<file path="src/rtl/adc_seq_ctrl.sv">
module adc_seq_ctrl #(
  parameter int NUM_CH    = 18,
  parameter int REG_SLOTS = 16,
  parameter int INS_SLOTS = 4,
  parameter int RES_W     = 12,
  parameter int SMP_W     = 8,
  parameter int DW        = 32,
  parameter int AW        = 6,
  localparam int CH_W     = $clog2(NUM_CH)
) (
  input  logic             clk,
  input  logic             rst_n,
  input  logic             wr_en,
  input  logic [AW-1:0]    wr_addr,
  input  logic [DW-1:0]    wr_data,
  input  logic             rd_en,
  input  logic [AW-1:0]    rd_addr,
  output logic [DW-1:0]    rd_data,
  input  logic             ext_reg_trig,
  input  logic             ext_ins_trig,
  output logic             conv_start,
  output logic [CH_W-1:0]  conv_ch,
  input  logic             conv_done,
  input  logic [RES_W-1:0] conv_result,
  output logic             power_down,
  output logic             irq
);
  localparam int RL_W = $clog2(REG_SLOTS);
  localparam int IL_W = $clog2(INS_SLOTS);
  localparam logic [AW-1:0] A_CTRL = 6'h00;
  localparam logic [AW-1:0] A_STAT = 6'h01;
  localparam logic [AW-1:0] A_RDAT = 6'h02;
  localparam logic [AW-1:0] A_IDAT = 6'h03;
  localparam logic [AW-1:0] A_LEN  = 6'h04;

  typedef enum logic [1:0] {S_IDLE, S_SMP, S_CNV} st_t;

  logic             en, ie;
  logic [SMP_W-1:0] smp;
  logic [RL_W-1:0]  rlen;
  logic [IL_W-1:0]  ilen;
  logic [CH_W-1:0]  rslot [REG_SLOTS];
  logic [CH_W-1:0]  islot [INS_SLOTS];
  logic             sw_r, sw_i;
  st_t              st;
  logic [SMP_W-1:0] cnt;
  logic             grp_ins;
  logic [CH_W-1:0]  ch_q;
  logic             start_q;
  logic             eoc;
  logic [RES_W-1:0] rdat, idat;

  wire wr_ctrl  = wr_en && wr_addr == A_CTRL;
  wire wr_stat  = wr_en && wr_addr == A_STAT;
  wire wr_len   = wr_en && wr_addr == A_LEN;
  wire wr_rslot = wr_en && wr_addr[AW-1:4] == 2'd1 && {1'b0, wr_addr[3:0]} < 5'(REG_SLOTS);
  wire wr_islot = wr_en && wr_addr[AW-1:4] == 2'd2 && {1'b0, wr_addr[3:0]} < 5'(INS_SLOTS);
  wire rd_rslot = rd_addr[AW-1:4] == 2'd1 && {1'b0, rd_addr[3:0]} < 5'(REG_SLOTS);
  wire rd_islot = rd_addr[AW-1:4] == 2'd2 && {1'b0, rd_addr[3:0]} < 5'(INS_SLOTS);

  wire busy     = st != S_IDLE;
  wire trg_r    = sw_r || ext_reg_trig;
  wire trg_i    = sw_i || ext_ins_trig;
  wire acc      = st == S_CNV && conv_done;
  wire done_reg = acc && !grp_ins;
  wire rd_clear = rd_en && rd_addr == A_RDAT;
  wire wr_clear = wr_stat && !wr_data[0];

  assign conv_start = start_q;
  assign conv_ch    = ch_q;
  assign power_down = !en;
  assign irq        = eoc && ie;

  always_ff @(posedge clk or negedge rst_n) begin
    if (!rst_n) begin
      en   <= 1'b0;
      ie   <= 1'b0;
      smp  <= '0;
      rlen <= '0;
      ilen <= '0;
      for (int i = 0; i < REG_SLOTS; i++) rslot[i] <= '0;
      for (int j = 0; j < INS_SLOTS; j++) islot[j] <= '0;
    end else begin
      if (wr_ctrl) begin
        en  <= wr_data[0];
        ie  <= wr_data[1];
        smp <= wr_data[8 +: SMP_W];
      end
      if (wr_len) begin
        rlen <= wr_data[RL_W-1:0];
        ilen <= wr_data[8 +: IL_W];
      end
      if (wr_rslot) rslot[wr_addr[RL_W-1:0]] <= wr_data[CH_W-1:0];
      if (wr_islot) islot[wr_addr[IL_W-1:0]] <= wr_data[CH_W-1:0];
    end
  end

  always_ff @(posedge clk or negedge rst_n) begin
    if (!rst_n) begin
      sw_r <= 1'b0;
      sw_i <= 1'b0;
    end else begin
      sw_r <= wr_ctrl && wr_data[2];
      sw_i <= wr_ctrl && wr_data[3];
    end
  end

  always_ff @(posedge clk or negedge rst_n) begin
    if (!rst_n) begin
      st      <= S_IDLE;
      cnt     <= '0;
      grp_ins <= 1'b0;
      ch_q    <= '0;
      start_q <= 1'b0;
      eoc     <= 1'b0;
      rdat    <= '0;
      idat    <= '0;
    end else if (!en) begin
      st      <= S_IDLE;
      cnt     <= '0;
      grp_ins <= 1'b0;
      ch_q    <= '0;
      start_q <= 1'b0;
      eoc     <= 1'b0;
      rdat    <= '0;
      idat    <= '0;
    end else begin
      start_q <= st == S_SMP && cnt == smp;
      case (st)
        S_IDLE: begin
          cnt <= '0;
          if (trg_i) begin
            st      <= S_SMP;
            grp_ins <= 1'b1;
            ch_q    <= islot[INS_SLOTS-1];
          end else if (trg_r) begin
            st      <= S_SMP;
            grp_ins <= 1'b0;
            ch_q    <= rslot[0];
          end
        end
        S_SMP: begin
          if (cnt == smp) st <= S_CNV;
          else cnt <= cnt + 1'b1;
        end
        S_CNV: begin
          if (conv_done) begin
            st <= S_IDLE;
            if (grp_ins) idat <= conv_result;
            else rdat <= conv_result;
          end
        end
        default: st <= S_IDLE;
      endcase
      if (done_reg) eoc <= 1'b1;
      else if (rd_clear || wr_clear) eoc <= 1'b0;
    end
  end

  always_comb begin
    rd_data = '0;
    if (rd_rslot) rd_data[CH_W-1:0] = rslot[rd_addr[RL_W-1:0]];
    else if (rd_islot) rd_data[CH_W-1:0] = islot[rd_addr[IL_W-1:0]];
    else begin
      case (rd_addr)
        A_CTRL: begin
          rd_data[0]           = en;
          rd_data[1]           = ie;
          rd_data[8 +: SMP_W]  = smp;
        end
        A_STAT: begin
          rd_data[0] = eoc;
          rd_data[1] = busy;
        end
        A_RDAT: rd_data[RES_W-1:0] = rdat;
        A_IDAT: rd_data[RES_W-1:0] = idat;
        A_LEN: begin
          rd_data[RL_W-1:0]  = rlen;
          rd_data[8 +: IL_W] = ilen;
        end
        default: rd_data = '0;
      endcase
    end
  end
endmodule


</file>
<file path="config.mk">
export PLATFORM = sky130hd
export DESIGN_NAME = adc_seq_ctrl
export DESIGN_NICKNAME = d
export VERILOG_FILES = /design/src/rtl/adc_seq_ctrl.sv
export SDC_FILE = /design/constraint.sdc
export NUM_CORES = 1
export LEC_CHECK = 0
export BUFFER_PORTS_ARGS = -buffer_cell sky130_fd_sc_hd__clkbuf_2
export CAP_MARGIN = 15
export CORE_AREA = 5 5 126 128
export CTS_CLUSTER_SIZE = 16
export DETAILED_ROUTE_END_ITERATION = 7
export DIE_AREA = 0 0 131 133
export PLACE_DENSITY_LB_ADDON = 0.2
export SYNTH_ARGS = -nofsm -noshare
export SYNTH_HDL_FRONTEND = slang
export SYNTH_SLANG_ARGS = --single-unit
export TNS_END_PERCENT = 20
</file>
<file path="constraint.sdc">
create_clock -name clk -period 1.9 [get_ports clk]
set_input_delay 0 -clock clk [delete_from_list [all_inputs] [get_ports clk]]
set_output_delay 0 -clock clk [all_outputs]
set_load 0.03 [all_outputs]
</file>
# After elaboration in Yosys (flattened, before gate mapping)
# Index checks and enable logic that the tools add are counted.
word_totals:
  reg_bits: 160
  wordCells: 156
  out_inout_bits: 40
  inputBits: 63
classes:
  n_bitwise: 4
  order_cmp: 8
  addsub: 1
  n_eq_ne: 25
  n_reduce_logical: 32
  n_mux: 51
ops:
  columns: ["cell", "count"]
  rows:
  - ["2-to-1 mux 12 bit", 8]
  - ["bitwise mux 80 bit", 1]
  - ["2-to-1 mux 5 bit", 12]
  - ["2-to-1 mux 27 bit", 1]
  - ["binary-select mux 5 bit (select 4 bit)", 1]
  - ["bitwise mux 20 bit", 1]
  - ["demux 5 bit (select 4 bit)", 1]
  - ["case mux 2 bit (3 select lines)", 3]
  - ["logical AND 1 bit", 17]
  - ["2-to-1 mux 8 bit", 2]
  - ["case mux 8 bit (2 select lines)", 1]
  - ["== test 6 x 1 -> 1 bit, second input constant", 2]
  - ["== test 6 x 2 -> 1 bit, second input constant", 2]
  - ["== test 6 x 3 -> 1 bit, second input constant", 2]
  - ["zero test 6 bit", 2]
  - ["2-to-1 mux 11 bit", 1]
  - ["binary-select mux 5 bit (select 2 bit)", 1]
  - ["demux 5 bit (select 2 bit)", 1]
  - ["greater-or-equal comparator 5 bit, second input constant", 2]
  - ["2-to-1 mux 2 bit", 5]
  - ["inverter 4 -> 5 bit", 2]
  - ["case mux 2 bit (5 select lines)", 1]
  - ["!= test 3 x 1 -> 1 bit, second input constant", 3]
  - ["AND reduction 3 bit", 3]
  - ["other kinds (23)", 46]

# Depth between registers and ports, before layout
# Gate-level depths: netlist of run 1.
logic_depth:
  depth_word: 7
  ltp_mapped: 7
  ltp_nobuf: 5

# Least setup slack after synthesis of run 1
# Ideal clock, no wire load.
synth_path:
  path_type: "input to output"
  start: "input rd_addr[0]"
  end: "output rd_data[0]"
  path_slack_ps: 145
  required_time_ps: 1900
  path_stages: 6
  path_buffers: 2
  t_arrival_ps: 1755
  cell_sequence: "buf_2 buf_2 or4_1 nor3_1 a21oi_1 a31oi_1"
synth_between:
  elab_chain_len: 6
  word_cells_on_any_way: 18
  cone_classes: "order compare: 1; eq/ne: 4; mux: 9; bitwise: 2; reduce/logical: 2"
synth_lines:
  columns: ["item", "line_no", "rtl"]
  rows:
  - ["start, declared", "17", "input logic [AW-1:0] rd_addr,"]
  - ["branches (longest 5 deep; another with inverter 4 -> 5 bit)", null, null]
  - ["2-to-1 mux 5 bit *", "162", "if (rd_rslot) rd_data[CH_W-1:0] = rslot[rd_addr[RL_W-1:0]];"]
  - ["end, declared", "18", "output logic [DW-1:0] rd_data,"]
# Every way passes the cells marked *. The select of a mux whose other input is x is not followed.

# Final worst setup path of run 1
layout_path:
  start: "register rslot[0] (netlist bit)"
  end: "output rd_data[0]"
layout_between:
  elab_chain_len: 4
layout_lines:
  columns: ["item", "line_no", "rtl"]
  rows:
  - ["start, declared", "42", "logic [CH_W-1:0] rslot [REG_SLOTS];"]
  - ["start signal, assigned by index", "93", "if (wr_rslot) rslot[wr_addr[RL_W-1:0]] <= wr_data[CH_W-1:0];"]
  - ["binary-select mux 5 bit (select 4 bit)", "162", null]
  - ["2-to-1 mux 5 bit (not written as such) (2 in a row)", "162", null]
  - ["2-to-1 mux 5 bit", "162", null]
# No other way between the ends. The select of a mux whose other input is x is not followed.

==> results of run 1 <==
cell families (layout without fill, tap and decap cells):
group,count (synthesis),count (layout),share of synthesized area
muxes,152,152,0.2510
buffers and inverters,65,177,0.04008
other,1,16,0.0004766
and+or+nand+nor,196,196,0.1151
adders and majority gates,1,1,0.001590
xor gates and xnor gates,8,8,0.008906
DFF,160,160,0.5089
AOI/OAI and AO/OA,96,96,0.07395
per-stage QoR:
step	hold WS [ns]	cells	util
floorplan	-0.2956	694	-
global placement	0.003016	938	0.5807
detailed placement	0.009767	938	0.5807
CTS	0.02237	994	0.6415
global route	0.05808	994	0.6418
finish	0.03905	994	0.6418
area by class of cell:
type                       instances  share of cell area
timing repair buffer             135              0.1003
inverter                          10            0.003965
multi-input combinational        469              0.3852
clock buffer                      19             0.04678
sequential                       160              0.4230
clock inverter                    13             0.01586
tap                              188             0.02484
timing repair:
item	CTS	global route
hold endpoints to repair	133	0
hold buffers	24	0
setup endpoints to repair	9	6
gates resized for setup	17	5
pin swaps	3	0
routing by layer:
layer | up-vias | routed length [um]
met2 | 184 | 9801
met4 | 0 | 533
met3 | 40 | 1014
met5 | - | 0
li1 | 2635 | -
met1 | 2935 | 8123
layout by cell type (no fill, tap or decap), drive strengths merged, types with 6 or more instances in the layout:
cell / count
nor2b: 9
conb: 16
a21oi: 37
nand2: 91
nand3: 13
nor2: 33
nand4: 6
mux4: 24
mux2i: 15
xnor2: 8
dfrtp: 160
inv: 17
buf: 48
clkbuf: 82
mux2: 113
dlygate4sd3: 24
nor3: 13
o21ai: 29
and2: 8
path summary, 6_finish.rpt:
| check | depth (start not counted) | start | end | slack (ns) |
|---|---|---|---|---|
| min in group asynchronous | 2 | rst_n | islot[15] | 0.12 |
| worst max register to register | 5 | cnt[1] | st[1] | 0.21 |
| worst min register to register | 2 | rslot[57] | rslot[57] | 0.48 |
| max in group asynchronous | 3 | rst_n | rslot[11] | 1.06 |
| worst min-delay path | 4 | ext_ins_trig | st[0] | 0.04 |
| worst max-delay path | 5 | rslot[0] | rd_data[0] | -0.27 |
worst max-delay path: cells and delay by family (launching register included):
kind / cells / cell delay, ns
muxes: 2 / 0.78
AOI/OAI and AO/OA: 2 / 0.41
DFF: 1 / 0.38
buffers and inverters: 1 / 0.18
sequential cells by signal (all words and copies together) (netlist names):
signal,cells
conv_start,1
sw_r,1
ie,1
sw_i,1
smp,8
grp_ins,1
en,1
idat,12
cnt,8
islot,20
st,2
eoc,1
rdat,12
rslot,80
rlen,4
ilen,2
conv_ch,5
where the power goes:
part           switching (mW)  internal (mW)
clock                    1.44           2.00
combinational           0.625          0.610
sequential              0.213           3.74
total                    2.28           6.35
==> run metrics, run 1 <==
synthesized instance count 679; Worst Path Required 1.90 ns; Final Skew 0.006113 ns; Syn Std Cell Area 7868 sq um; clk root buf clkbuf_16; top-count cell post-synth dfrtp_1; Seq/Total Area, Yosys 0.5089; Synth area leaders dfrtp_1, mux2_2, mux4_2, nand2_1, a21oi_1; fillers 1124; Setup CP Type flop to output port; Tmin final 2.171 ns; Synth area leader dfrtp_1; critical path arrival 2.17 ns; CP max stage delay 0.49 ns; RSZ-0062 raised after global routing true; ant diodes 0; HP Class primary input to flop; Reg clk slew, reported paths 0.07 ns; number of synthesized flops with an enable pin 0; post-place setup slack -0.08590 ns; initial antenna violation count 0; Final Max Slew Viols 0; H-tree Lvls 4; leakage 4.339 nW; placed inst area 8566 sq um; CP Max Fanout 2; WL/cell 19.59 um; grt met1 use 0.3055; critical path, cell by cell mux4_2, mux2_4, a221oi_4, a31oi_1, buf_4; Synth async-reset ratio 1.000; Die Area 17420 sq um; Boundary Pins 103; core area 14750 sq um; count of final hold-check violations 0; status finished with violations; drt first pass iters 5; deepest clock path buffer count 2; average size of a mapped cell 11.59 sq um; register bit total from synthesis 160; Final period util 1.142; startpoint types flop; Post-synth top flop dfrtp_1; design area 9468 sq um; setup TNS -0.5306 ns; clk sink count 160; layout cells sized above 1 0.3610; area of the multi-input gates 3647 sq um; first-pass GRT wire length 31870 um; DPL Wire Length 14050 um; FMAX 0.4607 GHz; DRC 0; Final #Nets 857; DRT Wirelength 19470 um; Crit-path slowest cell mux4_2; Avg Vias per Cell 5.829; vias 5794; synth warn 0; largest net degree at the start of global routing 61; Post-CTS Setup Bufs 0; Clock Latency Late Sink 0.43 ns; top cells by count, synth dfrtp_1, mux2_2, nand2_1, a21oi_1, nor2_1; worst-margin pin slew 0.5616 ns; Final Power 8.634 mW; initial drt markers 416; Final setup viols 5; slew margin rel. 0.6256; Setup crit end kind output port; Routed Antenna Nets 0; Die Height 133 um; Starting Density 0.5333; Core Rows 45; CTS tree done; Most Crowded Layer GR met2; cell area power density 911.9 nW/um^2; failing checks negative setup slack; Total GRT Usage 0.2360; Synth top area share 0.5089; GRT met3 Usage 0.05329; register area 4005 sq um; GP Congestion 0.8722; MaxCap Viol Count 0; number of I/O port buffers 67; vias in the first global route 6117; overflow left after global routing 0; post-synth cell types 50; die extent in x 131 um; TritonCTS Buffers 17; GR Util met2 0.3902; synth-to-layout area growth 20.34%; final worst slack -0.2707 ns; Max rail drop VDD 606.6 uV
Power figures use the tool's default switching activity.
==> run 2: changes to the inputs <==
--- a/config.mk
+++ b/config.mk
@@ -7,10 +7,10 @@
 export LEC_CHECK = 0
 export BUFFER_PORTS_ARGS = -buffer_cell sky130_fd_sc_hd__clkbuf_2
 export CAP_MARGIN = 15
-export CORE_AREA = 5 5 126 128
+export CORE_AREA = 5 5 132 134
 export CTS_CLUSTER_SIZE = 16
 export DETAILED_ROUTE_END_ITERATION = 7
-export DIE_AREA = 0 0 131 133
+export DIE_AREA = 0 0 137 139
 export PLACE_DENSITY_LB_ADDON = 0.2
 export SYNTH_ARGS = -nofsm -noshare
 export SYNTH_HDL_FRONTEND = slang
==> run 2 against run 1 <==
  * The flow still finishes with violations (negative setup slack)
  * Clock power grew 7.0%
  * Count of clock-buffer cells in the layout decreased by 1
  * Core utilization shrank 4.9 points
  * Power increased by 2.9%
  * Critical endpoint unchanged
  * Die area is 9.3% higher
  * Largest power group unchanged
  * Sequential share of layout area is 0.56 points lower
==> run metrics, run 2 (synthesis gave the netlist of run 1 again) <==
Boundary Pins 103; core area 16170 sq um; TritonCTS Buffers 17; Total GRT Usage 0.2187; DPL Wire Length 14170 um; Final Max Slew Viols 0; Final setup viols 5; Avg Vias per Cell 5.585; CTS tree done; Reg2Reg Capture Point st[0]; deepest clock path buffer count 2; DRC 0; area of the multi-input gates 3661 sq um; Setup CP Type flop to output port; Die Height 139 um; clk root buf clkbuf_16; count of final hold-check violations 0; Reg clk slew, reported paths 0.07 ns; Die Area 19040 sq um; commonest non-fill, non-tap cell in the layout dfrtp_1; design area 9593 sq um; max FFs per register 80; register area 4004 sq um; initial drt markers 276; Worst path depth 5; Reg with most FFs rslot; number of I/O port buffers 67; Worst Path Required 1.90 ns; H-tree Lvls 4; synth-to-layout area growth 21.93%; vias 5719; initial antenna violation count 0; CP delay by family, top multiplexers; RSZ-0062 raised after global routing true; critical path, cell by cell mux4_2, mux2_4, a221oi_4, a31oi_2, clkbuf_8; Largest regs rslot: 80 flops, islot: 20 flops; crit path capture rd_data[0]; Final #Nets 855; HP Class primary input to asynchronous set/reset pin; Routed Antenna Nets 0; cell area power density 926.2 nW/um^2; slew margin rel. 0.6469; Starting Density 0.4865; Tmin final 2.156 ns; DRT Wirelength 20080 um; WL/cell 19.61 um; R2R Path Start sw_i; Worst Path Buf+Inv 1; commonest non-fill, non-tap cells in the layout dfrtp_1, mux2_2, nand2_1; fillers 1287; setup TNS -0.5497 ns; placed inst area 8621 sq um; GP Congestion 0.8324; FMAX 0.4639 GHz; clk sink count 160; startpoint types flop; Max rail drop VDD 667.1 uV; CP max stage delay 0.48 ns; die extent in x 137 um; ant diodes 0; drt first pass iters 5; Final Skew 0.008015 ns; first-pass GRT wire length 32080 um; status finished with violations; Final period util 1.135; final worst slack -0.2557 ns; vias in the first global route 5927; fin cells 1024; cell count after placement 967; Core Rows 47; CP Max Fanout 2; final core occ 0.5932; Worst Setup SP rslot[0]; R2R setup slack 0.10 ns; leakage 4.359 nW; worst-margin pin slew 0.5276 ns; R2R depth 4; failing checks negative setup slack; critical path arrival 2.16 ns; MaxCap Viol Count 0; Post-CTS Setup Bufs 0; Clock Latency Late Sink 0.43 ns; Crit-path slowest cell mux4_2; overflow left after global routing 0; layout cells sized above 1 0.3582; largest net degree at the start of global routing 54; Setup crit end kind output port
[run 2: worst register-to-register path: stages, from the launching register on]
cell and delay, ns:
dfrtp_1 0.37, or4_1 0.53, dlygate4sd3_1 0.58, o21ai_0 0.14, a21oi_1 0.06
[run 2: how the worst min path moves through the flow]
stage,end,slack [ns]
final,islot[16],0.1
after floorplan,cnt[0],-0.30
after CTS,islot[16],0.11
after global placement,islot[16],-0.02
after detailed placement,islot[16],-0.008
after global routing,islot[16],0.14
[run 2: report_power, final]
part	leakage [nW]	total (mW)	internal [mW]	switching, mW
sequential	2.16	3.96	3.74	0.214
combinational	1.90	1.25	0.618	0.628
clock	0.304	3.68	2.23	1.45
[run 2: final cells by class]
type / instances / share of cell area
inverters: 10 / 0.003913
clock inverters: 14 / 0.02126
clock buffers: 18 / 0.04474
multi-input cells: 469 / 0.3816
well taps: 220 / 0.02869
repair buffers: 133 / 0.1024
flip-flops and latches: 160 / 0.4174
[run 2: metrics by stage]
stage          hold WS [ns]  worst slack, ns  power [mW]
2_1_floorplan       -0.2956           0.1454       4.764
3_3_place_gp       -0.01671          0.05379       5.127
3_5_place_dp      -0.007814          0.04913       5.184
4_1_cts              0.1134          -0.2695       8.950
5_1_grt              0.1405          -0.3267       9.228
6_report            0.09636          -0.2557       8.885
[run 2: routing by layer]
| layer | part of all wire | GRT usage | wire length [um] |
|---|---|---|---|
| met5 | 0 | 0 | 0 |
| met4 | 0.024 | 0.07878 | 474 |
| met3 | 0.047 | 0.04572 | 935 |
| met2 | 0.50 | 0.3607 | 10080 |
| met1 | 0.43 | 0.2849 | 8590 |
[run 2: timing repair]
item,CTS,global route
hold endpoints to repair,165,0
hold buffers,25,0
setup endpoints to repair,5,5
pin swaps,3,0
resized for setup,19,4
